`config.mk`:
```
export PLATFORM = sky130hd
export DESIGN_NAME = audio_brg_top
export DESIGN_NICKNAME = d
export VERILOG_FILES = /design/src/rtl/brg_pkg.sv /design/src/rtl/brg_regs.sv /design/src/rtl/brg_src_mux.sv /design/src/rtl/brg_divider.sv /design/src/rtl/audio_brg_top.sv
export SDC_FILE = /design/constraint.sdc
export NUM_CORES = 1
export LEC_CHECK = 0
export BUFFER_PORTS_ARGS = -buffer_cell sky130_fd_sc_hd__buf_2
export CAP_MARGIN = 0
export CORE_UTILIZATION = 50
export CTS_CLUSTER_DIAMETER = 80
export DETAILED_ROUTE_END_ITERATION = 6
export PLACE_DENSITY = 0.75
export SLEW_MARGIN = 0
export SYNTH_ARGS = -nofsm -noshare
export SYNTH_HDL_FRONTEND = slang
export SYNTH_SLANG_ARGS = --single-unit
```
`constraint.sdc`:
```
create_clock -name clk -period 2.8 [get_ports clk]
set_input_delay 0.7 -clock clk [delete_from_list [all_inputs] [get_ports clk]]
set_output_delay 0.7 -clock clk [all_outputs]
set_load 0.02 [all_outputs]
```
`src/rtl/brg_pkg.sv`:
```
package brg_pkg;
  localparam int DATA_W    = 32;
  localparam int PCODE_W   = 2;
  localparam int CNT_W     = 8;
  localparam int RATE_W    = PCODE_W + CNT_W;
  localparam int SEL_W     = 3;
  localparam int N_GEN     = 2;
  localparam int N_REF     = 4;
  localparam int MODE_BIT  = 31;
  localparam int SEL_A_LSB = 20;
  localparam int SEL_B_LSB = 16;
  localparam logic [RATE_W-1:0] RATE_RST = RATE_W'(2);

  typedef enum logic [SEL_W-1:0] {
    SRC_REF_A = 3'd0,
    SRC_REF_B = 3'd1,
    SRC_INT   = 3'd2,
    SRC_REF_C = 3'd4
  } src_code_e;

  typedef enum logic [1:0] {
    WSEL_CTRL   = 2'd0,
    WSEL_RATE_A = 2'd1,
    WSEL_RATE_B = 2'd2,
    WSEL_NONE   = 2'd3
  } wsel_e;

  function automatic int sel_lsb(input int g);
    return (g == 0) ? SEL_A_LSB : SEL_B_LSB;
  endfunction
endpackage

```
`src/rtl/brg_regs.sv`:
```
module brg_regs
  import brg_pkg::*;
(
  input  logic                           clk,
  input  logic                           rst_n,
  input  logic                           wr_en,
  input  logic [1:0]                     wr_sel,
  input  logic [DATA_W-1:0]              wr_data,
  input  logic [DATA_W-1:0]              wr_mask,
  output logic [N_GEN-1:0][RATE_W-1:0]   rate,
  output logic [N_GEN-1:0][SEL_W-1:0]    sel,
  output logic                           mode_q,
  output logic [N_GEN-1:0]               restart
);
  logic [N_GEN-1:0][RATE_W-1:0] rate_d;
  logic [N_GEN-1:0][SEL_W-1:0]  sel_d;
  logic                         mode_d;
  logic                         ctrl_wr;

  assign ctrl_wr = wr_en && (wr_sel == WSEL_CTRL);

  always_comb begin
    mode_d = mode_q;
    if (ctrl_wr && wr_mask[MODE_BIT]) mode_d = wr_data[MODE_BIT];
  end

  for (genvar g = 0; g < N_GEN; g++) begin : g_gen
    localparam int LSB = sel_lsb(g);
    localparam logic [1:0] RSEL = (g == 0) ? WSEL_RATE_A : WSEL_RATE_B;
    logic               rate_wr;
    logic [SEL_W-1:0]   smask;
    logic [RATE_W-1:0]  rmask;

    assign rate_wr = wr_en && (wr_sel == RSEL);
    assign smask   = wr_mask[LSB +: SEL_W];
    assign rmask   = wr_mask[RATE_W-1:0];

    always_comb begin
      rate_d[g] = rate[g];
      sel_d[g]  = sel[g];
      if (rate_wr)
        rate_d[g] = (rate[g] & ~rmask) | (wr_data[RATE_W-1:0] & rmask);
      if (ctrl_wr)
        sel_d[g] = (sel[g] & ~smask) | (wr_data[LSB +: SEL_W] & smask);
    end

    assign restart[g] = (rate_wr && (|rmask)) || (ctrl_wr && (|smask));

    always_ff @(posedge clk or negedge rst_n) begin
      if (!rst_n) begin
        rate[g] <= RATE_RST;
        sel[g]  <= SRC_REF_A;
      end else begin
        rate[g] <= rate_d[g];
        sel[g]  <= sel_d[g];
      end
    end
  end

  always_ff @(posedge clk or negedge rst_n) begin
    if (!rst_n) mode_q <= 1'b0;
    else        mode_q <= mode_d;
  end
endmodule

```
`src/rtl/brg_src_mux.sv`:
```
module brg_src_mux
  import brg_pkg::*;
(
  input  logic [N_REF-1:0] ref_tick,
  input  logic [SEL_W-1:0] sel,
  output logic             src_tick
);
  always_comb begin
    unique case (sel)
      SRC_REF_A: src_tick = ref_tick[0];
      SRC_REF_B: src_tick = ref_tick[1];
      SRC_REF_C: src_tick = ref_tick[2];
      SRC_INT:   src_tick = ref_tick[3];
      default:   src_tick = 1'b0;
    endcase
  end
endmodule

```
`src/rtl/brg_divider.sv`:
```
module brg_divider
  import brg_pkg::*;
#(
  parameter int P_W = PCODE_W,
  parameter int C_W = CNT_W
) (
  input  logic           clk,
  input  logic           rst_n,
  input  logic           restart,
  input  logic           src_tick,
  input  logic [P_W+C_W-1:0] rate,
  output logic           pulse_q
);
  localparam int PRE_W = 2 * ((1 << P_W) - 1) + 1;

  logic [PRE_W-1:0] pre_q, pre_d, pre_last;
  logic [C_W-1:0]   cnt_q, cnt_d, cnt_last;
  logic [P_W:0]     shamt;
  logic             pulse_d;

  assign shamt    = (P_W+1)'(PRE_W - 1) - {rate[P_W+C_W-1:C_W], 1'b0};
  assign pre_last = {PRE_W{1'b1}} >> shamt;
  assign cnt_last = rate[C_W-1:0];

  always_comb begin
    pre_d   = pre_q;
    cnt_d   = cnt_q;
    pulse_d = 1'b0;
    if (restart) begin
      pre_d = '0;
      cnt_d = '0;
    end else if (src_tick) begin
      if (pre_q == pre_last) begin
        pre_d = '0;
        if (cnt_q == cnt_last) begin
          cnt_d   = '0;
          pulse_d = 1'b1;
        end else begin
          cnt_d = cnt_q + 1'b1;
        end
      end else begin
        pre_d = pre_q + 1'b1;
      end
    end
  end

  always_ff @(posedge clk or negedge rst_n) begin
    if (!rst_n) begin
      pre_q   <= '0;
      cnt_q   <= '0;
      pulse_q <= 1'b0;
    end else begin
      pre_q   <= pre_d;
      cnt_q   <= cnt_d;
      pulse_q <= pulse_d;
    end
  end
endmodule

```
`src/rtl/audio_brg_top.sv`:
```
module audio_brg_top
  import brg_pkg::*;
(
  input  logic              clk,
  input  logic              rst_n,
  input  logic [N_REF-1:0]  ref_tick,
  input  logic              wr_en,
  input  logic [1:0]        wr_sel,
  input  logic [DATA_W-1:0] wr_data,
  input  logic [DATA_W-1:0] wr_mask,
  output logic              tick_44k,
  output logic              tick_48k,
  output logic              clkout_tick
);
  logic [1:0]                   rst_sync_q;
  logic                         rst_int_n;
  logic [N_GEN-1:0][RATE_W-1:0] rate_w;
  logic [N_GEN-1:0][SEL_W-1:0]  sel_w;
  logic [N_GEN-1:0]             restart_w;
  logic [N_GEN-1:0]             src_w;
  logic [N_GEN-1:0]             pulse_w;
  logic                         mode_w;

  always_ff @(posedge clk or negedge rst_n) begin
    if (!rst_n) rst_sync_q <= 2'b00;
    else        rst_sync_q <= {rst_sync_q[0], 1'b1};
  end
  assign rst_int_n = rst_sync_q[1];

  brg_regs u_regs (
    .clk     (clk),
    .rst_n   (rst_int_n),
    .wr_en   (wr_en),
    .wr_sel  (wr_sel),
    .wr_data (wr_data),
    .wr_mask (wr_mask),
    .rate    (rate_w),
    .sel     (sel_w),
    .mode_q  (mode_w),
    .restart (restart_w)
  );

  for (genvar g = 0; g < N_GEN; g++) begin : g_chan
    brg_src_mux u_mux (
      .ref_tick (ref_tick),
      .sel      (sel_w[g]),
      .src_tick (src_w[g])
    );
    brg_divider u_div (
      .clk      (clk),
      .rst_n    (rst_int_n),
      .restart  (restart_w[g]),
      .src_tick (src_w[g]),
      .rate     (rate_w[g]),
      .pulse_q  (pulse_w[g])
    );
  end

  assign tick_44k    = pulse_w[0];
  assign tick_48k    = pulse_w[1];
  assign clkout_tick = mode_w ? pulse_w[1] : pulse_w[0];
endmodule

```
==> summary.md, run 1 <==
| Metric | Value |
|---|---|
| Peak supply drop | `~0.35 mV` |
| Total iterations of the first detailed-routing run | `6` |
| TritonCTS Sinks | `61` |
| Yosys Warn Count | `0` |
| Worst min-delay path category | `primary input to asynchronous set/reset pin` |
| Root buf cell | `clkbuf_8` |
| Critical path arrival | `2540 ps` |
| Max Freq | `between 400 and 500 MHz` |
| GPL Wtd Cong | `around 0.9` |
| Wire per inst | `roughly 16 um` |
| Clock Pin Slew Worst Setup and Hold Paths | `70 ps` |
| DP Cell Count | `around 470` |
| CP max stage cell | `or4_1` |
| Post-synth EDFFs | `0` |
| Final clock skew | `approximately 8.8 ps` |
| Slew margin rel. | `between 20% and 30%` |
| # Post-CTS Setup Buffers | `0` |
| Crit path max fanout | `15` |
| CTS tree | `built` |
| Via count | `a little under 3000` |
| Die width | `roughly 84 um` |
| Largest net degree at the start of global routing | `60` |
| Failing checks | `design-rule violations` |
| H-Tree Depth | `3` |
| Post-synthesis sequential area ratio | `45.0%` |
| Crit end category | `flop` |
| Cell family with most CP delay | `simple AND/OR/NAND/NOR gates` |
| Period minus WS final | `about 2300 ps` |
| Vias in the first global route | `2751` |
| Part of the power in registers | `between 40% and 50%` |
| Clk Latency, worst-skew pair | `approximately 330 ps` |
| Status | `finished, violations left` |
| Worst R2R End | `g_chan[0].u_div.cnt_q[2]$_DFFE_PN0P_` |
| Row count | `29` |
| Sw Ratio | `around 31%` |
| Most common cell in the netlist | `nand2_1` |
| Buf/Inv on CP | `1` |
| Post-cts sizing count | `0` |
| Int Pwr | `roughly 1900 uW` |
| Drt drc | `6` |
| Netlist cell types | `56` |
| Crit path required time | `approximately 3100 ps` |
| Drt total wl | `roughly 7.6 mm` |
| Total power draw | `approximately 2700 uW` |
| Hold WS | `between 100 and 150 ps` |
| Mapped Cells | `346` |
| Setup crit start kind | `primary input` |
| Register-to-register setup slack | `610 ps` |
| Final period utilization | `about four fifths` |
| Estimated wirelength of the detail-placed design | `between 5 and 6 mm` |
| First-pass GRT wire length | `13.1 mm` |
| Syn nets | `~420` |
| Full die area | `between 7000 and 8000 um^2` |
| Core footprint | `roughly 6500 um^2` |
| TNS Setup | `0 ps` |
| # diodes | `0` |
| Slew Limit Fails | `0` |
| Max cap viols | `0` |
| Leak | `between 0.0015 and 0.002 uW` |
| Comb power frac | `a little over a fifth` |
| Worst-Margin Slew | `about 1100 ps` |
| PortBufs | `45` |
| PD cells | `683 nW/um^2` |
| Routed Antenna Nets | `0` |
| Largest stage delay on the critical path | `580 ps` |
| Area leader, netlist | `dfrtp_1` |
| Post-CTS Hold Fix Bufs | `0` |
| Post-synth top area share | `between 40% and 50%` |
| Routed vias/inst | `approximately 6.0` |
| Top cells by area, synth | `dfrtp_1, mux2_2, nand2_1` |
| Clk buf depth | `2` |
| Cell area after synthesis | `between 3000 and 4000 um^2` |
| Antenna violations before repair | `0` |
| Commonest cells in the netlist | `nand2_1, dfrtp_1, mux2_2, a21oi_1, nand3_1` |
| Cell Chain, Critical Path | `buf_2 -> nor4_1 -> nand3_1 -> a21o_1 -> or4_1 -> nand2_1` |
| Finish-stage setup viols | `0` |
| Chip height | `roughly 84 um` |
| Layout area overhead | `16.6%` |
| Fin cells | `~480` |
| Reg2reg start | `g_chan[0].u_div.pre_q[2]$_DFFE_PN0P_` |
| DR iter-0 viols | `around 180` |
| Net Switching | `around 830 uW` |
| FF-to-FF path depth | `5` |
| Total GRT Usage | `between 20% and 30%` |
| RSZ-0062 raised after global routing | `no` |
| Share of post-route cells with drive strength above 1 | `between 20% and 30%` |
| Layout net count | `approximately 480` |
| Top Ports | `76` |
| Clock power share | `between 30% and 40%` |
| FF+latch count, synth | `around 60` |
| Hold Fails Final Rpt | `0` |
| Syn_area_per_cell | `a little under 10 um^2` |
| Num CTS Buffers | `9` |
| Congestion Overflow GR | `0` |
| Ys flop type | `dfrtp_1` |
| Asr flop ratio synth | `100%` |
| Initial Util | `52.6%` |
| Crit Path Class | `primary input to flop` |
==> power by group through the flow <==
stage | registers, uW | logic [uW] | clock network (uW)
final | 1240 | 583 | 880
after global routing | 1270 | 663 | 944
after CTS | 1240 | 587 | 904
after detailed placement | 1260 | 586 | 0
after global placement | 1250 | 559 | 0
after floorplan | 1210 | 446 | 0
==> per-layer routing <==
metal | GRT usage, % | share of wire, %
met2 | 36.7 | 46
met5 | 0 | 0
met4 | 8.32 | 1.2
met3 | 5.31 | 6.5
met1 | 32.6 | 47
==> final cells by class <==
cell class,instances,area [um^2]
sequential,61,1530
multi-input combinational,278,1840
timing repair buffer,50,263
inverter,2,7.51
fill,551,2490
clock inverter,4,70.1
tap,77,96.3
clock buffer,12,155
==> cells in the final DEF, fill, tap and decap left out, types with 6 or more instances in the layout <==
master / count
a21oi_1: 25
buf_2: 45
clkbuf_8: 11
dfrtp_1: 58
mux2_2: 29
nand2_1: 67
nand3_1: 24
nor2_1: 10
nor3_1: 7
nor4_1: 7
o21ai_1: 6
or3_1: 8
xor2_1: 17
==> worst max path at each step <==
stage / from / endpoint / cells after the start
finish: wr_mask[0] / g_chan[1].u_div.pre_q[5]$_DFFE_PN0P_ / 6
global route: flop / g_chan[0].u_div.cnt_q[2]$_DFFE_PN0P_ / 5
CTS: wr_mask[0] / g_chan[1].u_div.pre_q[5]$_DFFE_PN0P_ / 6
detailed placement: wr_mask[0] / g_chan[1].u_div.pre_q[5]$_DFFE_PN0P_ / 6
global placement: wr_mask[0] / g_chan[1].u_div.pre_q[5]$_DFFE_PN0P_ / 6
floorplan: ref_tick[2] / g_chan[1].u_div.cnt_q[0]$_DFFE_PN0P_ / 5
==> kinds of logic after synthesis <==
kind of cell,share of synthesized area (%)
compound gates,14.8
xor+xnor,4.38
fa+ha+maj,1.47
buf+inv,0.810
flops,45.0
mux,10.2
other cells,0.110
simple gates,23.3
==> through the flow <==
stage | instance area [um^2] | utilization [%] | setup WS, ps
after CTS | 3960 | 61.4 | 550
final | 3960 | 61.4 | 532
after global routing | 3960 | 61.4 | 343
after global placement | 3740 | 57.9 | 286
after detailed placement | 3740 | 57.9 | 196
after floorplan | 3400 | - | 587
Note: power is estimated with default switching activity, not from simulation.
==> run 2: changes to the inputs <==
Settings changed: ABC_AREA set to 1, PLACE_DENSITY 0.75 to 0.74.
Clock period 2.8 ns to 2.15 ns, I/O delays scaled along.
==> summary.md, run 2 <==
| Metric | Value |
|---|---|
| Netlist cell types | `35` |
| Fin worst setup slack | `around 570 ps` |
| Share of post-route cells with drive strength above 1 | `between 10% and 20%` |
| Register area | `between 1500 and 2000 um^2` |
| Estimated wirelength of the detail-placed design | `roughly 6.2 mm` |
| Layout fillers | `647` |
| Routed vias/inst | `4.92` |
| Drt total wl | `a little under 8 mm` |
| Clk Latency, worst-skew pair | `between 300 and 400 ps` |
| Clk buf depth | `2` |
| Buf/Inv on CP | `2` |
| Pre-CTS setup slack | `290 ps` |
| TNS Setup | `0 ps` |
| PD cells | `about 930 nW/um^2` |
| Fin cells | `between 600 and 700` |
| Cell area after synthesis | `roughly 3800 um^2` |
| Row count | `31` |
| Congestion Overflow GR | `0` |
| Worst Setup EP | `clkout_tick` |
| Most common cell in the netlist | `nand2_1` |
| Routed Antenna Nets | `0` |
| Drt drc | `0` |
| Clock Pin Slew Worst Setup and Hold Paths | `70 ps` |
| Status | `finished, final reports clean` |
| Peak supply drop | `about 0.56 mV` |
| Finish-stage setup viols | `0` |
| Mapped Cells | `just over 500` |
| Root buf cell | `clkbuf_8` |
| Post-synth top area share | `a little under 40%` |
| XOR/XNOR Fraction of Synth Area | `around 6.5%` |
| Num CTS Buffers | `9` |
| Layout area overhead | `16.1%` |
| Asr flop ratio synth | `100%` |
| FF-to-FF path depth | `10` |
| Crit end category | `output pin` |
| Worst Setup SP | `u_regs.mode_q$_DFFE_PN0P_` |
| Total iterations of the first detailed-routing run | `4` |
| Die width | `88.7 um` |
| Critical path arrival | `1040 ps` |
| Worst min-delay path category | `flop to asynchronous set/reset pin` |
| Crit path max fanout | `2` |
| Post-synth EDFFs | `0` |
| TritonCTS Sinks | `between 60 and 70` |
| Largest net degree at the start of global routing | `30` |
| Crit path required time | `between 1500 and 2000 ps` |
| Chip height | `88.7 um` |
| Synth Area in Compound Gates | `between 7 and 8%` |
| Core footprint | `7250 um^2` |
| Reg2reg start | `g_chan[1].u_div.cnt_q[0]$_DFFE_PN0P_` |
| Wire per inst | `approximately 12 um` |
| Adder-Cell Fraction of Synth Area | `1.33%` |
| Final clock skew | `9.79 ps` |
| Top Ports | `76` |
| # diodes | `0` |
| Hold WS | `roughly 210 ps` |
| Most common cell after layout, fill and taps aside | `nand2_1` |
| Max cap viols | `0` |
| Top cells by area, synth | `dfrtp_1, nand2_1, inv_1` |
| Period minus WS final | `between 1500 and 2000 ps` |
| H-Tree Depth | `3` |
| Slew Limit Fails | `0` |
| GPL Wtd Cong | `~0.85` |
| Yosys Warn Count | `0` |
| Multi-input gate area | `~1900 um^2` |
| First-pass GRT wire length | `around 14 mm` |
| Cell family with most CP delay | `flip-flops` |
| Hold Fails Final Rpt | `0` |
| Cell mode on critical path | `nand2_1` |
| Initial Util | `between 50% and 60%` |
| Vias in the first global route | `3156` |
| Commonest cells in the netlist | `nand2_1, inv_1, dfrtp_1, nor2_1, nand3_1` |
| Total GRT Usage | `~23%` |
| Full die area | `between 7000 and 8000 um^2` |
| Total power draw | `4030 uW` |
| Largest family of logic cells by synthesized area | `simple AND/OR/NAND/NOR gates` |
| Crit Path Class | `flop to output pin` |
| Setup crit start kind | `flop` |
| DR iter-0 viols | `approximately 160` |
| Register-to-register setup slack | `650 ps` |
| WP depth | `4` |
| FF+latch count, synth | `just over 60` |
| Final period utilization | `approximately three quarters` |
| CTS tree | `built` |
| Antenna violations before repair | `0` |
| Syn nets | `about 590` |
| DP Cell Count | `663` |
| Leak | `0.00230 uW` |
| Syn_area_per_cell | `between 7 and 8 um^2` |
| PortBufs | `45` |
| CP max stage cell | `dfrtp_1` |
| Area leader, netlist | `dfrtp_1` |
| Cell Chain, Critical Path | `inv_1 -> nand2_1 -> nand2_1 -> buf_2` |
| RSZ-0062 raised after global routing | `no` |
| Worst R2R End | `g_chan[1].u_div.cnt_q[6]$_DFFE_PN0P_` |
| Ys flop type | `dfrtp_1` |
| Simple-Gate Fraction of Synth Area | `35.3%` |
| Post-synthesis sequential area ratio | `40.7%` |
| Layout net count | `about 650` |
| Via count | `between 3000 and 4000` |
| Mux cell area share after synthesis | `under 10%` |
| Largest stage delay on the critical path | `around 370 ps` |
| Max Freq | `between 600 and 700 MHz` |
| Most frequent cells in the layout | `nand2_1, inv_1, dfrtp_1` |
## run 2: changes by cell type after synthesis, moves of 5 or more
| cell | delta |
|---|---|
| a21oi_1 | -22 |
| nor2_2 | +6 |
| inv_2 | +6 |
| nor4_1 | -7 |
| a31oi_1 | -5 |
| o21ai_0 | +19 |
| or3_1 | -8 |
| xnor2_1 | +12 |
| nand2_1 | +132 |
| inv_1 | +58 |
| mux2_2 | -25 |
| nor2_1 | +35 |
## run 2: worst reg2reg max path, stage by stage, from the launching register on
cell	delay (ps)
dfrtp_1	430
ha_1	210
nand2_1	80
nor2_1	150
inv_1	80
o21ai_0	170
inv_1	60
nand2_1	70
nor2_1	40
nand2_1	60
nand2_1	50
## run 2: worst min-delay path by stage
stage / startpoint / to / slack [ps] / cells past startpoint
finish: rst_sync_q[1]$_DFF_PN0_ / asynchronous set/reset pin / 210 / 0
global route: rst_sync_q[1]$_DFF_PN0_ / asynchronous set/reset pin / 250 / 0
CTS: rst_sync_q[1]$_DFF_PN0_ / asynchronous set/reset pin / 220 / 0
detailed placement: rst_sync_q[1]$_DFF_PN0_ / asynchronous set/reset pin / 220 / 0
global placement: rst_sync_q[1]$_DFF_PN0_ / asynchronous set/reset pin / 220 / 0
floorplan: rst_n / rst_sync_q[0]$_DFF_PN0_ / 240 / 0
## run 2: logic make-up after synthesis
logic type,Yosys count
AOI/OAI and AO/OA,42
xor gates and xnor gates,28
adders and majority gates,4
buffers and inverters,72
DFF,61
muxes,4
other,1
and+or+nand+nor,305
## run 2: timing repair
action	4_1_cts	5_1_grt
hold buffers	1	0
resized for setup	0	0
buffers inserted	0	0
hold endpoints to repair	2	0
## run 2: where the power goes
group          switching [uW]  internal (uW)  total, uW
Clock                     455            629       1080
Sequential                306           1400       1710
Combinational             710            532       1240
## run 2: cell type report
type                    instances  area share [%]
well taps                      99            2.84
repair buffers                 50            6.37
clock inverters                 3           0.976
flip-flops and latches         61            35.1
clock buffers                  13            3.87
inverters                      70            6.34
multi-input cells             384            44.5
## run 2: stage by stage
| stage | cell area, um^2 | utilization [%] |
|---|---|---|
| 2_1_floorplan | 3750 | - |
| 3_3_place_gp | 4140 | 57.1 |
| 3_5_place_dp | 4140 | 57.1 |
| 4_1_cts | 4360 | 60.1 |
| 5_1_grt | 4360 | 60.1 |
| 6_report | 4360 | 60.1 |
## run 2: per-layer routing
layer / global-route usage, % / routed length (um) / vias to the layer above
met3: 3.36 / 373 / 12
li1: - / - / 1718
met5: 0 / 0 / -
met1: 30.0 / 3850 / 1520
met4: 9.68 / 150 / 0
met2: 36.9 / 3540 / 93
==> run 3: changes to the inputs <==
Clock period 2.15 ns to 1.55 ns, I/O delays scaled along.
==> summary.md, run 3 (synthesis gave the netlist of run 2 again) <==
| Metric | Value |
|---|---|
| Status | `finished, final reports clean` |
| Initial Util | `just over 50%` |
| Final period utilization | `around 93%` |
| RSZ-0062 raised after global routing | `no` |
| Clock Pin Slew Worst Setup and Hold Paths | `60 ps` |
| Top Ports | `between 70 and 80` |
| Crit end category | `flop` |
| Cell Chain, Critical Path | `o21ai_1 -> nand3_1 -> nor2_4 -> inv_2 -> o21ai_4 -> nand2_1 -> nand2_1` |
| Largest net degree at the start of global routing | `27` |
| Drt drc | `0` |
| Met1 Usage GRT | `between 20% and 30%` |
| Layout area overhead | `21.5%` |
| Crit path max fanout | `8` |
| Via count | `around 3400` |
| Root buf cell | `clkbuf_8` |
| Hold Fails Final Rpt | `0` |
| Max Freq | `694 MHz` |
| DR iter-0 viols | `approximately 130` |
| Max cap viols | `0` |
| GPL Wtd Cong | `around 0.9` |
| H-Tree Depth | `3` |
| Estimated wirelength of the detail-placed design | `roughly 6.3 mm` |
| Row count | `31` |
| First-pass GRT wire length | `13.3 mm` |
| Most frequent cells in the layout | `nand2_1, inv_1, dfrtp_1` |
| Final clock skew | `slightly above 10 ps` |
| Peak supply drop | `0.613 mV` |
| CP max stage cell | `dfrtp_1` |
| Slew Limit Fails | `0` |
| Total GRT Usage | `between 20% and 30%` |
| Critical path arrival | `around 1700 ps` |
| Chip height | `88.7 um` |
| Routed vias/inst | `4.89` |
| Clk Latency, worst-skew pair | `roughly 340 ps` |
| Total iterations of the first detailed-routing run | `4` |
| Hold WS | `~200 ps` |
| # diodes | `0` |
| Buf/Inv on CP | `1` |
| Period minus WS final | `between 1000 and 1500 ps` |
| PD cells | `roughly 1300 nW/um^2` |
| Wire per inst | `about 12 um` |
| CTS tree | `built` |
| PortBufs | `45` |
| Share of post-route cells with drive strength above 1 | `22.8%` |
| Die width | `88.7 um` |
| Cell mode on critical path | `nand2_1` |
| Cell family with most CP delay | `simple AND/OR/NAND/NOR gates` |
| Finish-stage setup viols | `0` |
| Met2 Track Usage GR | `a little over a third` |
| GR Util met3 | `under 10%` |
| Total power draw | `roughly 5700 uW` |
| Leak | `roughly 0.0024 uW` |
| Crit Path Class | `flop to flop` |
| Final core occ | `between 60% and 70%` |
| Full die area | `between 7000 and 8000 um^2` |
| Worst min-delay path category | `flop to asynchronous set/reset pin` |
| Drt total wl | `approximately 8.1 mm` |
| Core footprint | `roughly 7300 um^2` |
| Crit path required time | `around 1800 ps` |
| Clk buf depth | `2` |
| Routed Antenna Nets | `0` |
| Antenna violations before repair | `0` |
| Fin worst setup slack | `approximately 110 ps` |
| TritonCTS Sinks | `a little over 60` |
| Busiest grt layer | `met2` |
| Largest stage delay on the critical path | `between 400 and 500 ps` |
| Congestion Overflow GR | `0` |
| Setup crit start kind | `flop` |
| Pre-CTS setup slack | `-64.2 ps` |
| Vias in the first global route | `3044` |
| Most common cell after layout, fill and taps aside | `nand2_1` |
| Num CTS Buffers | `9` |
| Layout net count | `about 670` |
run 3: changes by cell type in the layout (fill, tap and decap cells not counted), moves of 2 or more:
cell | before | now
buf_4 | 3 | 22
dfrtp_1 | 58 | 53
dfrtp_2 | 1 | 6
nand2_1 | 199 | 196
nand2_2 | 0 | 3
nor2_1 | 45 | 43
run 3: stage by stage:
step	area (um^2)	TNS, ps	std cells
floorplan	3760	0	517
global placement	4270	-1070	679
detailed placement	4270	-1030	679
CTS	4490	0	696
global route	4560	0	700
finish	4560	0	700
run 3: final timing paths:
kind,cells after the start,startpoint,slack (ps),end
min in group clk,2,wr_data[18],280,flop
max in group asynchronous,1,rst_sync_q[1]$_DFF_PN0_,780,asynchronous set/reset pin
hold reg to reg,0,rst_sync_q[1]$_DFF_PN0_,200,g_chan[0].u_div.cnt_q[7]$_DFFE_PN0P_
setup reg to reg,7,flop,110,g_chan[1].u_div.cnt_q[7]$_DFFE_PN0P_
hold / removal,0,rst_sync_q[1]$_DFF_PN0_,200,g_chan[0].u_div.cnt_q[7]$_DFFE_PN0P_
setup / recovery,7,flop,110,g_chan[1].u_div.cnt_q[7]$_DFFE_PN0P_
run 3: final cells by class:
cell class | count | area (um^2)
sequential | 61 | 1540
inverter | 70 | 277
tap | 99 | 124
multi-input combinational | 384 | 1970
clock buffer | 13 | 169
clock inverter | 3 | 42.5
fill | 647 | 2690
timing repair buffer | 70 | 440
run 3: what timing repair did:
action                                 CTS  global route
endpoints found under the hold margin    2             0
setup buffers                            0             4
setup endpoints to repair                0            11
gates resized for setup                  0            14
hold buffers                             1             0
run 3: metal layers:
layer / part of all wire, % / vias to the layer above / wire length (um)
li1: - / 1764 / -
met4: 0.70 / 0 / 57
met2: 46 / 103 / 3750
met1: 48 / 1548 / 3900
met3: 5.0 / 8 / 409
met5: 0 / - / 0
run 3: where the power goes:
group | switching (uW) | total (uW) | internal [uW]
Sequential | 413 | 2370 | 1960
Combinational | 1050 | 1900 | 850
Clock | 600 | 1470 | 872
Total | 2070 | 5740 | 3680
run 3: worst register-to-register path, delay by kind of cell, from the launching register on:
family | cells | cell delay, ps
flops | 1 | 410
compound gates | 2 | 400
simple gates | 4 | 480
buf+inv | 1 | 90
